File: src/rtl/bport_pkg.sv
package bport_pkg;

  localparam int ADDR_W = 3;

  typedef enum logic [ADDR_W-1:0] {
    RA_PORT = 3'd0,
    RA_LAT  = 3'd1,
    RA_DIR  = 3'd2,
    RA_PULL = 3'd3,
    RA_ANA  = 3'd4,
    RA_NONE = 3'd7
  } regSelE;

  typedef struct packed {
    logic   wrLat;
    logic   wrDir;
    logic   wrPull;
    logic   wrAna;
    regSelE rdSel;
  } portStrbT;

endpackage

File: src/rtl/bport_ctrl.sv
module bport_ctrl
  import bport_pkg::*;
(
  input  logic              clk,
  input  logic              rstN,
  input  logic [ADDR_W-1:0] regAddr,
  input  logic              regWe,
  output portStrbT          strb
);

  always_comb begin
    strb = '{wrLat: 1'b0, wrDir: 1'b0, wrPull: 1'b0, wrAna: 1'b0, rdSel: RA_NONE};
    case (regAddr)
      3'd0: begin strb.rdSel = RA_PORT; strb.wrLat  = regWe; end
      3'd1: begin strb.rdSel = RA_LAT;  strb.wrLat  = regWe; end
      3'd2: begin strb.rdSel = RA_DIR;  strb.wrDir  = regWe; end
      3'd3: begin strb.rdSel = RA_PULL; strb.wrPull = regWe; end
      3'd4: begin strb.rdSel = RA_ANA;  strb.wrAna  = regWe; end
      default: strb.rdSel = RA_NONE;
    endcase
  end


  one_strobe_chk: assert property (@(posedge clk) disable iff (!rstN)
    $onehot0({strb.wrLat, strb.wrDir, strb.wrPull, strb.wrAna}));


  idle_nowrite_chk: assert property (@(posedge clk) disable iff (!rstN)
    !regWe |-> !(strb.wrLat || strb.wrDir || strb.wrPull || strb.wrAna));

endmodule

File: src/rtl/bport_datapath.sv
module bport_datapath
  import bport_pkg::*;
#(
  parameter int WIDTH   = 8,
  parameter int ANA_N   = 5,
  parameter int SYNC_N  = 2
) (
  input  logic             clk,
  input  logic             rstN,
  input  logic             strapDigital,
  input  logic             pullGlobalOff,
  input  portStrbT         strb,
  input  logic [WIDTH-1:0] wdata,
  input  logic [WIDTH-1:0] padIn,
  output logic [WIDTH-1:0] rdata,
  output logic [WIDTH-1:0] padOut,
  output logic [WIDTH-1:0] padOe,
  output logic [WIDTH-1:0] padPull
);

  localparam logic [WIDTH-1:0] ANA_DEF = {{(WIDTH-ANA_N){1'b0}}, {ANA_N{1'b1}}};

  logic [WIDTH-1:0] latQ, dirQ, pullQ, anaQ;
  logic [WIDTH-1:0] syncQ [SYNC_N];
  logic [WIDTH-1:0] pinView;

  always_ff @(posedge clk) begin
    if (!rstN) begin
      latQ  <= '0;
      dirQ  <= '1;
      pullQ <= '0;
      anaQ  <= strapDigital ? '0 : ANA_DEF;
    end else begin
      if (strb.wrLat)  latQ  <= wdata;
      if (strb.wrDir)  dirQ  <= wdata;
      if (strb.wrPull) pullQ <= wdata;
      if (strb.wrAna)  anaQ  <= wdata;
    end
  end

  // synchronizer chain, length set by SYNC_N
  always_ff @(posedge clk) begin
    if (!rstN) syncQ[0] <= '0;
    else       syncQ[0] <= padIn;
  end

  for (genvar s = 1; s < SYNC_N; s++) begin : g_sync
    always_ff @(posedge clk) begin
      if (!rstN) syncQ[s] <= '0;
      else       syncQ[s] <= syncQ[s-1];
    end
  end

  assign pinView = syncQ[SYNC_N-1] & ~anaQ;

  always_comb begin
    case (strb.rdSel)
      RA_PORT: rdata = pinView;
      RA_LAT:  rdata = latQ;
      RA_DIR:  rdata = dirQ;
      RA_PULL: rdata = pullQ;
      RA_ANA:  rdata = anaQ;
      default: rdata = '0;
    endcase
  end

  assign padOut  = latQ;
  assign padOe   = ~dirQ;
  assign padPull = pullQ & dirQ & {WIDTH{~pullGlobalOff}};


  dir_apply_chk: assert property (@(posedge clk) disable iff (!rstN)
    strb.wrDir |=> padOe == ~$past(wdata));


  lat_apply_chk: assert property (@(posedge clk) disable iff (!rstN)
    strb.wrLat |=> padOut == $past(wdata));


  lat_hold_chk: assert property (@(posedge clk) disable iff (!rstN)
    !strb.wrLat |=> $stable(padOut));


  pull_out_chk: assert property (@(posedge clk) disable iff (!rstN)
    (padPull & padOe) == '0);


  pull_glb_chk: assert property (@(posedge clk) disable iff (!rstN)
    pullGlobalOff |-> padPull == '0);

endmodule

File: src/rtl/bidir_port.sv
module bidir_port
  import bport_pkg::*;
#(
  parameter int WIDTH  = 8,
  parameter int ANA_N  = 5,
  parameter int SYNC_N = 2
) (
  input  logic              clk,
  input  logic              rstN,
  input  logic              strapDigital,
  input  logic              pullGlobalOff,
  input  logic [ADDR_W-1:0] regAddr,
  input  logic              regWe,
  input  logic [WIDTH-1:0]  regWdata,
  output logic [WIDTH-1:0]  regRdata,
  input  logic [WIDTH-1:0]  padIn,
  output logic [WIDTH-1:0]  padOut,
  output logic [WIDTH-1:0]  padOe,
  output logic [WIDTH-1:0]  padPull
);

  portStrbT strb;

  bport_ctrl uCtrl (
    .clk     (clk),
    .rstN    (rstN),
    .regAddr (regAddr),
    .regWe   (regWe),
    .strb    (strb)
  );

  bport_datapath #(
    .WIDTH  (WIDTH),
    .ANA_N  (ANA_N),
    .SYNC_N (SYNC_N)
  ) uData (
    .clk           (clk),
    .rstN          (rstN),
    .strapDigital  (strapDigital),
    .pullGlobalOff (pullGlobalOff),
    .strb          (strb),
    .wdata         (regWdata),
    .padIn         (padIn),
    .rdata         (regRdata),
    .padOut        (padOut),
    .padOe         (padOe),
    .padPull       (padPull)
  );

endmodule

File: config.mk
export PLATFORM = sky130hd
export DESIGN_NAME = bidir_port
export DESIGN_NICKNAME = d
export VERILOG_FILES = /design/src/rtl/bport_pkg.sv /design/src/rtl/bport_ctrl.sv /design/src/rtl/bport_datapath.sv /design/src/rtl/bidir_port.sv
export SDC_FILE = /design/constraint.sdc
export NUM_CORES = 1
export LEC_CHECK = 0
export ABC_AREA = 1
export BUFFER_PORTS_ARGS = -buffer_cell sky130_fd_sc_hd__buf_2
export CAP_MARGIN = 20
export CORE_UTILIZATION = 40
export CTS_BUF_LIST = sky130_fd_sc_hd__clkbuf_8
export CTS_CLUSTER_DIAMETER = 120
export DETAILED_ROUTE_END_ITERATION = 16
export MAX_ROUTING_LAYER = met4
export SLEW_MARGIN = 15
export SYNTH_ARGS = -nofsm -noshare
export SYNTH_HDL_FRONTEND = slang
export SYNTH_HIERARCHICAL = 1
export SYNTH_SLANG_ARGS = --single-unit
export TNS_END_PERCENT = 1
File: constraint.sdc
create_clock -name clk -period 1.3 [get_ports clk]
set_clock_uncertainty 0.05 [all_clocks]
set_input_delay 0.065 -clock clk [delete_from_list [all_inputs] [get_ports clk]]
set_output_delay 0.065 -clock clk [all_outputs]
set_load 0.01 [all_outputs]
## After elaboration in Yosys (flattened, before gate mapping)

Memory sizes are Yosys's and may differ from the RTL's.
Index checks and enable logic that the tools add are counted.

| storage, ports and cells | value |
|---|---|
| bits of input ports | 24 |
| logic and storage cells | 38 |
| memory bits (writable) | 16 |
| bits in registers | 32 |
| memories | 1 |
| output and inout port bits | 32 |

| operators by class | value |
|---|---|
| reductions and logical operators | 3 |
| equality and inequality tests | 9 |
| mux-type cells | 13 |
| bitwise logic cells | 8 |

Memories:

| name | depth | width | read ports | clocked after memory_dff | write ports | RTL line | text |
|---|---|---|---|---|---|---|---|
| uData.syncQ | 2 | 8 | 2 | 0 | 2 | bport_datapath.sv:24 | `logic [WIDTH-1:0] syncQ [SYNC_N];` |

Operators with widths:

| operator | number |
|---|---|
| case mux 8 bit (5 select lines) | 1 |
| two-way mux 8 bit | 4 |
| bitwise AND 8 bit | 3 |
| NOT 8 bit | 2 |
| case mux 3 bit (5 select lines) | 1 |
| equality test 3 x 2 -> 1 bit (second input constant) | 4 |
| equality test 3 x 1 -> 1 bit (second input constant) | 2 |
| equality test 3 bit (second input constant) | 2 |
| zero test 3 bit | 2 |
| two-way mux 1 bit | 6 |
| two-way mux 5 bit | 1 |
| != test 2 x 1 -> 1 bit (second input constant) | 1 |
| bitwise OR 1 bit | 2 |
| OR reduction 2 bit | 1 |
| NOT 1 bit | 1 |

## Logic depth before layout (Yosys ltp)

Gate-level depths: netlist of run 1.

| depth | value |
|---|---|
| depth after elaboration | 4 |
| mapped depth | 8 |
| mapped depth without buffers | 7 |

## By module

Netlist of run 1, hierarchy kept.

Modules (own cells, without submodules):

| module | times used | cells an instance | area an instance (um2) | sequential area each (um2) |
|---|---|---|---|---|
| bport_datapath | 1 | 286 | 2,114.5 | 1,041.0 |
| bport_ctrl | 1 | 19 | 71.3 | 0.0 |

## Least setup slack after synthesis of run 1

No wires, ideal clock.

| timing | value |
|---|---|
| path kind | input to output |
| start | input port regAddr[1] |
| end | output port regRdata[0] |
| data required time | 1,185 ps |
| stages | 7 |
| buffers on the path | 0 |
| path slack | 181 ps |
| arrival | 1,004 ps |
| path through | nor2_1 -> nor2_1 -> inv_4 -> nand2_4 -> inv_2 -> a21oi_1 -> nand2_1 |

RTL lines:

| element | RTL line | text |
|---|---|---|
| from (decl) | bidir_port.sv:12 | `input logic [ADDR_W-1:0] regAddr,` |
| to (decl) | bidir_port.sv:15 | `output logic [WIDTH-1:0] regRdata,` |

## Final worst setup path of run 1

| timing | value |
|---|---|
| start | register uData.anaQ[4] |
| end | output port regRdata[4] |

| between the ends | value |
|---|---|
| word-level cells in the longest chain between the ends | 3 |

Ends and longest elaborated chain:

| element | RTL line | text |
|---|---|---|
| from (decl) | bport_datapath.sv:23 | `logic [WIDTH-1:0] latQ, dirQ, pullQ, anaQ;` |
| from (signal assigned) | bport_datapath.sv:32 | `anaQ <= strapDigital ? '0 : ANA_DEF;` |
| from (signal assigned) | bport_datapath.sv:37 | `if (strb.wrAna) anaQ <= wdata;` |
| NOT 8 bit | bport_datapath.sv:54 | `assign pinView = syncQ[SYNC_N-1] & ~anaQ;` |
| bitwise AND 8 bit | bport_datapath.sv:54 |  |
| case mux 8 bit (5 select lines) (*) | bport_datapath.sv:57 | `case (strb.rdSel)` |

Mark *: on every way between the ends. The rest lies on a longest branch, timed or not.

==> results of run 1 <==
==> layout make-up <==
type	instances	area, µm²	share of cell area, %
clock buffer	5	68.82	2.436
inverter	47	181.4	6.422
tap	70	87.58	3.100
clock inverter	3	16.27	0.5757
multi-input combinational	198	903.4	31.98
sequential	48	1041	36.85
timing repair buffer	82	526.8	18.64
==> registers in the layout, summed over array words and instances, names as in the netlist <==
name and count:
uData/pullQ 8, uData/padOut 8, uData/dirQ 8, uData/anaQ 8, uData/syncQ 16
==> cells by family (layout without fill, tap and decap cells) <==
kind of cell,after synthesis,count (layout)
flip-flops,48,48
AND/OR/NAND/NOR,154,154
buffers and inverters,59,137
AO/OA/AOI/OAI,44,44
==> per-layer routing <==
layer  part of all wire (%)  wire length, µm  GRT usage [%]
met1                     46             2512          24.70
met2                     48             2591          32.09
met3                    4.6              247          4.096
met4                    1.1               57          5.577
met5                      0                0              -
==> worst paths after layout <==
kind | from | to | slack (ps) | depth (start not counted)
worst max-delay path | uData/anaQ[4]$_DFFE_PP_ | regRdata[4] | 9 | 5
worst min-delay path | regWdata[6] | uData/dirQ[6]$_SDFFE_PN1P_ | 1 | 3
worst max register to register | uData/padOut[3]$_SDFFE_PN0P_ | uData/padOut[3]$_SDFFE_PN0P_ | 550 | 2
worst min register to register | uData/syncQ[0][1]$_SDFF_PN0_ | uData/syncQ[1][1]$_SDFF_PN0_ | 370 | 2
==> cell usage in the layout, fill, tap and decap left out <==
cell / synthesis / routed
nand4_1: 12 / 12
or2_2: 2 / 2
buf_4: 3 / 14
nor2_4: 1 / 1
o21ai_0: 25 / 25
clkinv_1: 3 / 3
nor3_1: 3 / 3
clkinvlp_4: 0 / 1
dlygate4sd3_1: 0 / 12
nor2_1: 52 / 48
dfxtp_1: 40 / 40
clkinv_2: 0 / 1
inv_1: 40 / 39
buf_2: 3 / 54
nand2_4: 1 / 1
nand2_2: 0 / 1
buf_12: 0 / 1
buf_6: 2 / 1
o21ai_2: 1 / 1
edfxtp_1: 8 / 8
inv_4: 1 / 2
a21oi_1: 18 / 18
nor2_2: 0 / 4
nand2_1: 67 / 66
nor2_8: 1 / 1
clkbuf_8: 0 / 5
inv_2: 3 / 4
nand3_1: 15 / 15
==> synth_stat cells (all sizes together) <==
cell,instances
a21oi,18
buf,8
clkbuf,4
clkinv,3
dfxtp,40
edfxtp,8
inv,44
nand2,68
nand3,15
nand4,12
nor2,54
nor3,3
o21ai,26
or2,2
==> worst max-delay path: cells and delay by family, from the launching register on <==
family	cells	cell delay (ps)
buf+inv	2	270
simple gates	3	190
flops	1	410
==> power by group through the flow <==
stage	sequential, mW	combinational (mW)	clock (mW)
6_report	1.63	0.465	0.853
5_1_grt	1.64	0.518	0.955
4_1_cts	1.63	0.445	0.883
3_5_place_dp	1.66	0.416	0
3_3_place_gp	1.66	0.412	0
2_1_floorplan	1.66	0.249	0
==> repair_timing <==
action | CTS | global route
hold buffers | 12 | 0
buffers inserted | 0 | 3
cloned | 0 | 0
gates resized for setup | 0 | 9
endpoints found under the hold margin | 13 | 0
setup endpoints to repair | 1 | 8
pin swaps | 1 | 7
==> through the flow <==
stage	power, mW	utilization [%]	setup TNS [ps]	hold slack [ps]
after CTS	2.958	53.77	0	2.175
after global routing	3.114	54.62	-420.2	0.07366
after floorplan	1.908	-	0	112.6
final	2.950	54.62	0	1.121
after global placement	2.076	49.81	0	196.8
after detailed placement	2.080	49.81	0	202.6
==> results_dict.tcl, run 1 <==
set metrics [dict create \
    power_density_mw_per_mm2 1044 \
    syn_inst 305 \
    avgRoutedWirePerCell_um 11.94 \
    startpoint_type "flop" \
    synth_top_family_by_area "simple AND/OR/NAND/NOR gates" \
    grt_pass1_vias 1850 \
    drt_wl_total_um 5408 \
    final_antenna_net_count 0 \
    synthSimpleGateAreaFrac_pct 30.51 \
    yosys_register_bits 48 \
    syn_nets 329 \
    path_class "reg2out" \
    hpwlAfterDp_um 3966 \
    yosysSeqAreaShare_pct 47.62 \
    hold_path_class "in2reg" \
    die-area_mm2 0.005765 \
    worstSetupEndpointType "output port" \
    switching_share_pct 27.01 \
    synth.top_cell.area_share_pct 36.63 \
    die_x_um 75.93 \
    fin_crit_ps 1291 \
    root_buffer "clkbuf_8" \
    fill_cells 513 \
    path_max_fanout 2 \
    muxShareOfSynthArea_pct 0 \
    syn_area_mm2 0.002186 \
    drt_iter0_drc 99 \
    arrival_ps 1180 \
    clkSlewWorstSetupHoldPaths_ps 90 \
    fin_area_mm2 0.002825 \
    diodes 0 \
    worstPathCellList "buf_4, nor2_2, nand2_1, nand2_1, buf_2" \
    combPwrFrac_pct 15.8 \
    vias_per_cell 4.755 \
    pwr-share-clk_pct 28.9 \
    placed_area_mm2 0.002576 \
    final_nets 406 \
    synth_area_leader_cell "dfxtp_1" \
    drtPass1Iterations 4 \
    fin_cells 453 \
    pin_count 56 \
    clockBufferDepth 2 \
    vias 2154 \
    drv_cap 0 \
    rsz0062_at_grt "yes" \
    drc 0 \
    clock-sinks 48 \
    grt_pass1_wl_um 8735 \
    grt_usage_pct 19.69 \
    port_buffers 55 \
    synth_compound_area_share_pct 10.25 \
    cts_buffers 5 \
    setup_viol 0 \
    ys_top_cells_by_area "dfxtp_1, nand2_1, edfxtp_1, nor2_1, inv_1" \
    crit_slowest_cell "edfxtp_1" \
    yosysWarnings 6 \
    slew_headroom_pct 80.92 \
    start_util_pct 42.26 \
    synthAdderAreaFrac_pct 0 \
    switching_power_mw 0.7967 \
    rows 26 \
    peakVddDrop_v 0.0007002 \
    dp_slack_ps 44.19 \
    leakage_nw 1.564 \
    htree_levels 2 \
    fmax_ghz 0.7748 \
    pwr-share-seq_pct 55.3 \
    core_region_area_mm2 0.005172 \
    clkLatencyLatePin_ps 290 \
    required_ps 1190 \
    area_delta_synth_final_pct 29.25 \
    antenna_found_initial 0 \
    status "finished, final reports clean" \
    synth_xor_area_share_pct 0 \
    synth_cell_types 22 \
    grt_overflow_total 0 \
    cp_common_cell "nand2_1" \
    die_h_um 75.93 \
    fin_ws_ps 9.319 \
    drive_gt1_share_pct 24.54 \
    dp_cells 430 \
    final_hold_viol_count 0 \
    grt_start_max_net_pins 24 \
    cts_tree "yes" \
    postSynthAreaPerCell_um2 7.167 \
    slew_violations 0 \
    place.gp.congestion 0.8115 \
    fin_crit_sh_pct 99.28 \
    max_stage_delay_ps 410 \
    tightestPinTransition_ps 284.5 \
    intPower_mw 2.153 \
]
Power figures use the tool's default switching activity.
==> inputs of run 2 (changes only) <==
PLACE_DENSITY = 0.68   (was not set)
==> results_dict.tcl, run 2 (synthesized netlist as in run 1, its figures left out) <==
set metrics [dict create \
    pwr-share-seq_pct 55.7 \
    required_ps 1190 \
    die_x_um 75.93 \
    rows 26 \
    final_hold_viol_count 0 \
    final_nets 405 \
    clockBufferDepth 2 \
    peakVddDrop_v 0.0004922 \
    switching_share_pct 26.50 \
    root_buffer "clkbuf_8" \
    grt_pass1_vias 1940 \
    drt_iter0_drc 111 \
    hold_path_class "in2reg" \
    power_density_mw_per_mm2 1029 \
    hpwlAfterDp_um 3960 \
    grt_usage_pct 20.21 \
    wl_met2_um 2531 \
    drv_cap 0 \
    met3WireLength_um 390 \
    area_delta_synth_final_pct 30.34 \
    vias_per_cell 4.796 \
    clkLatencyLatePin_ps 300 \
    avgRoutedWirePerCell_um 12.19 \
    pin_count 56 \
    arrival_ps 1170 \
    regMostFlops "uData/syncQ" \
    path_max_fanout 15 \
    slew_headroom_pct 78.85 \
    pwr-share-clk_pct 28.0 \
    combPwrFrac_pct 16.2 \
    drive_gt1_share_pct 24.87 \
    ff2ff_path_depth 2 \
    fill_cells 525 \
    fin_cells 452 \
    intPower_mw 2.154 \
    clock-sinks 48 \
    start_util_pct 42.26 \
    startpoint_type "primary input" \
    rsz0062_at_grt "yes" \
    met1_length_um 2488 \
    crit_family "simple AND/OR/NAND/NOR gates" \
    critical_path_cell_count 10 \
    worstSetupEndpointType "output port" \
    grt_pass1_wl_um 8921 \
    port_buffers 55 \
    drc 0 \
    drt_wl_total_um 5511 \
    drtPass1Iterations 4 \
    fin_crit_ps 1287 \
    setup_viol 0 \
    largest_reg_flops 16 \
    max_stage_delay_ps 190 \
    antenna_found_initial 0 \
    final_cell_mix "nand2_1, buf_2, nor2_1" \
    core_region_area_mm2 0.005172 \
    leakage_nw 1.572 \
    crit_slowest_cell "nor2_4" \
    fmax_ghz 0.7768 \
    cts_tree "yes" \
    vias 2168 \
    highest-signal-layer "met4" \
    dp_cells 428 \
    diodes 0 \
    final_antenna_net_count 0 \
    grt_start_max_net_pins 33 \
    final_common_cell "nand2_1" \
    place.gp.congestion 0.9693 \
    path_class "in2out" \
    clkSlewWorstSetupHoldPaths_ps 80 \
    htree_levels 2 \
    hold_ws_ps 12.42 \
    tightestPinTransition_ps 315.3 \
    grt_overflow_total 0 \
    slew_violations 0 \
    hold_path_depth 3 \
    die-area_mm2 0.005765 \
    status "finished, final reports clean" \
    die_h_um 75.93 \
    fin_crit_sh_pct 99.02 \
    worstPathCellList "buf_2, nor2_1, nor2_2, buf_12, nor2_4, nand3_1, nand2_1, nor2_2, nand2_1, buf_2" \
    cts_buffers 5 \
    cp_num_buf_inv 3 \
    switching_power_mw 0.7766 \
]
[run 2: area by class of cell]
| cell class | count | area (µm²) | area share, % |
|---|---|---|---|
| Sequential cell | 48 | 1041 | 36.54 |
| Multi-Input combinational cell | 198 | 913.4 | 32.06 |
| Timing Repair Buffer | 81 | 546.8 | 19.19 |
| Inverter | 47 | 178.9 | 6.280 |
| Tap cell | 70 | 87.58 | 3.074 |
| Clock buffer | 5 | 68.82 | 2.415 |
| Clock inverter | 3 | 12.51 | 0.4392 |
[run 2: power groups by stage]
stage | logic (mW) | registers (mW) | clock network (mW)
after global placement | 0.417 | 1.66 | 0
after floorplan | 0.249 | 1.66 | 0
after detailed placement | 0.424 | 1.67 | 0
after global routing | 0.527 | 1.64 | 0.919
after CTS | 0.455 | 1.63 | 0.859
final | 0.476 | 1.63 | 0.821
[run 2: worst paths after layout]
path	startpoint	to	slack, ps
setup / recovery	regAddr[2]	regRdata[4]	10
hold reg to reg	uData/syncQ[0][4]$_SDFF_PN0_	uData/syncQ[1][4]$_SDFF_PN0_	350
setup reg to reg	uData/dirQ[2]$_SDFFE_PN1P_	uData/dirQ[2]$_SDFFE_PN1P_	580
hold / removal	regWdata[5]	uData/dirQ[5]$_SDFFE_PN1P_	10
[run 2: per-layer routing]
| metal | up-vias | GRT usage [%] |
|---|---|---|
| met5 | - | - |
| met2 | 84 | 31.09 |
| met1 | 960 | 26.19 |
| met4 | 0 | 7.885 |
| li1 | 1114 | - |
| met3 | 10 | 3.976 |
[run 2: worst min-delay path: stages]
cell     delay, ps
buf_2          120
a21oi_1         70
o21ai_0         70
[run 2: timing repair]
action                                 CTS  global route
endpoints found under the hold margin   15             0
buffers inserted                         0             3
resized for setup                        0            12
hold buffers                            13             0
setup endpoints to repair                0             8
[run 2: through the flow]
step	power [mW]	setup slack (ps)	setup TNS [ps]	util, %	cell area [µm²]
2_1_floorplan	1.908	181.3	0	-	2186
3_3_place_gp	2.081	43.65	0	50.00	2586
3_5_place_dp	2.089	27.57	0	50.00	2586
4_1_cts	2.944	2.413	0	54.09	2798
5_1_grt	3.089	-71.79	-365.8	55.08	2849
6_report	2.931	12.71	0	55.08	2849
==> inputs of run 3 (changes only) <==
==> constraint.sdc (replaced) <==
create_clock -name clk -period 1.3 [get_ports clk]
set_clock_uncertainty 0.05 [all_clocks]
set_input_delay 0.195 -clock clk [delete_from_list [all_inputs] [get_ports clk]]
set_output_delay 0.195 -clock clk [all_outputs]
set_load 0.01 [all_outputs]
==> results_dict.tcl, run 3 (synthesized netlist as in run 1, its figures left out) <==
set metrics [dict create \
    status "finished with violations" \
    failed_checks "negative setup slack" \
    grt_overflow_total 0 \
    ff2ff_path_depth 2 \
    placed_area_mm2 0.002641 \
    arrival_ps 1220 \
    final_nets 402 \
    drv_cap 0 \
    cts_buffers 5 \
    hold_path_class "in2reg" \
    fin_ws_ps -160.7 \
    hold_path_depth 3 \
    tns_ps -1099 \
    fill_cells 492 \
    crit_start "regAddr[0]" \
    max_stage_delay_ps 200 \
    dp_cells 435 \
    start_util_pct 42.26 \
    clkSlewWorstSetupHoldPaths_ps 90 \
    final_cell_mix "nand2_1, buf_2, nor2_1" \
    whs_endpoint "uData/syncQ[0][3]$_SDFF_PN0_" \
    cts_tree "yes" \
    fmax_ghz 0.6846 \
    final_hold_viol_count 0 \
    dp_slack_ps -253.6 \
    regMostFlops "uData/syncQ" \
    area_delta_synth_final_pct 35.95 \
    core_region_area_mm2 0.005172 \
    pin_count 56 \
    fin_crit_ps 1461 \
    drive_gt1_share_pct 32.72 \
    grt_pass1_wl_um 9170 \
    leakage_nw 1.597 \
    tightestPinTransition_ps 360.2 \
    power_mw 3.290 \
    clock-sinks 48 \
    avgRoutedWirePerCell_um 12.56 \
    htree_levels 2 \
    port_buffers 55 \
    die_x_um 75.93 \
    largest_reg_flops 16 \
    crit_slowest_cell "nor2_4" \
    utilization_pct 57.45 \
    drt_wl_total_um 5640 \
    final_common_cell "nand2_1" \
    rows 26 \
    diodes 0 \
    die_h_um 75.93 \
    startpoint_type "primary input" \
    min_from "padIn[3]" \
    drtPass1Iterations 4 \
    peakVddDrop_v 0.0006832 \
    worstPathCellList "buf_8, nor2_4, nor2_4, buf_12, buf_8, nand4_1, nand2_1, nor2_2, nand2_1, buf_2" \
    antenna_found_initial 0 \
    r2r-start "uData/pullQ[7]$_SDFFE_PN0P_" \
    grt_start_max_net_pins 40 \
    slew_headroom_pct 75.98 \
    drc 0 \
    place.gp.congestion 0.8374 \
    fin_crit_sh_pct 112.4 \
    worstSetupEndpointType "output port" \
    drt_iter0_drc 80 \
    grt_usage_pct 20.83 \
    rrSetupSlack_ps 570 \
    slew_violations 0 \
    final_antenna_net_count 0 \
    root_buffer "clkbuf_8" \
    fin_cells 449 \
    hold_ws_ps 13.01 \
    hpwlAfterDp_um 3928 \
    vias 2186 \
    clkLatencyLatePin_ps 300 \
    path_class "in2out" \
    vias_per_cell 4.869 \
    rsz0062_at_grt "yes" \
    r2r_end "uData/pullQ[7]$_SDFFE_PN0P_" \
    setup_viol 8 \
    fin_area_mm2 0.002972 \
    clockBufferDepth 2 \
    cts_hold_buf 0 \
    power_density_mw_per_mm2 1107 \
    die-area_mm2 0.005765 \
    path_max_fanout 6 \
    required_ps 1050 \
    grt_pass1_vias 1952 \
]
[run 3: cell types whose count changed in the layout (fill, tap and decap cells not counted), sizes merged]
| cell | previous run | this run |
|---|---|---|
| buf | 68 | 78 |
| bufinv | 0 | 1 |
| clkbuf | 5 | 6 |
| dlygate4sd3 | 13 | 0 |
| inv | 46 | 44 |
[run 3: worst max path at each step]
stage	end	slack, ps	cells past startpoint
after global placement	regRdata[3]	-220	9
after floorplan	regRdata[7]	80	7
after global routing	regRdata[3]	-250	10
final	regRdata[3]	-160	10
after detailed placement	regRdata[5]	-250	9
after CTS	regRdata[6]	-110	5
[run 3: final cells by class]
class	instances	area, µm²	share of cell area [%]
repair buffers	78	536.8	18.06
well taps	70	87.58	2.947
flip-flops and latches	48	1046	35.20
clock inverters	2	38.79	1.305
multi-input cells	198	998.5	33.60
inverters	47	181.4	6.105
clock buffers	6	82.58	2.779
[run 3: repair_timing]
action	4_1_cts	5_1_grt
gates resized for setup	23	27
buffers inserted	0	7
setup endpoints to repair	8	13
pin swaps	19	16
[run 3: critical path, delay by kind of cell]
family,cells,cell delay (ps)
buffers and inverters,4,470
and+or+nand+nor,6,540
[run 3: report_power, final]
group	total [mW]	switching (mW)	internal, mW	leakage, nW
combinational	0.523	0.301	0.222	1.13
clock	1.13	0.505	0.629	0.0614
sequential	1.63	0.0405	1.59	0.406
total	3.29	0.847	2.44	1.60
[run 3: per-layer routing]
metal  GRT usage (%)  vias to the layer above  share of wire (%)
li1                -                     1108                  -
met1           26.69                      993                 45
met2           32.00                       72                 48
met3           4.337                       13                5.4
met4           8.654                        0                2.0
met5               -                        -                  0
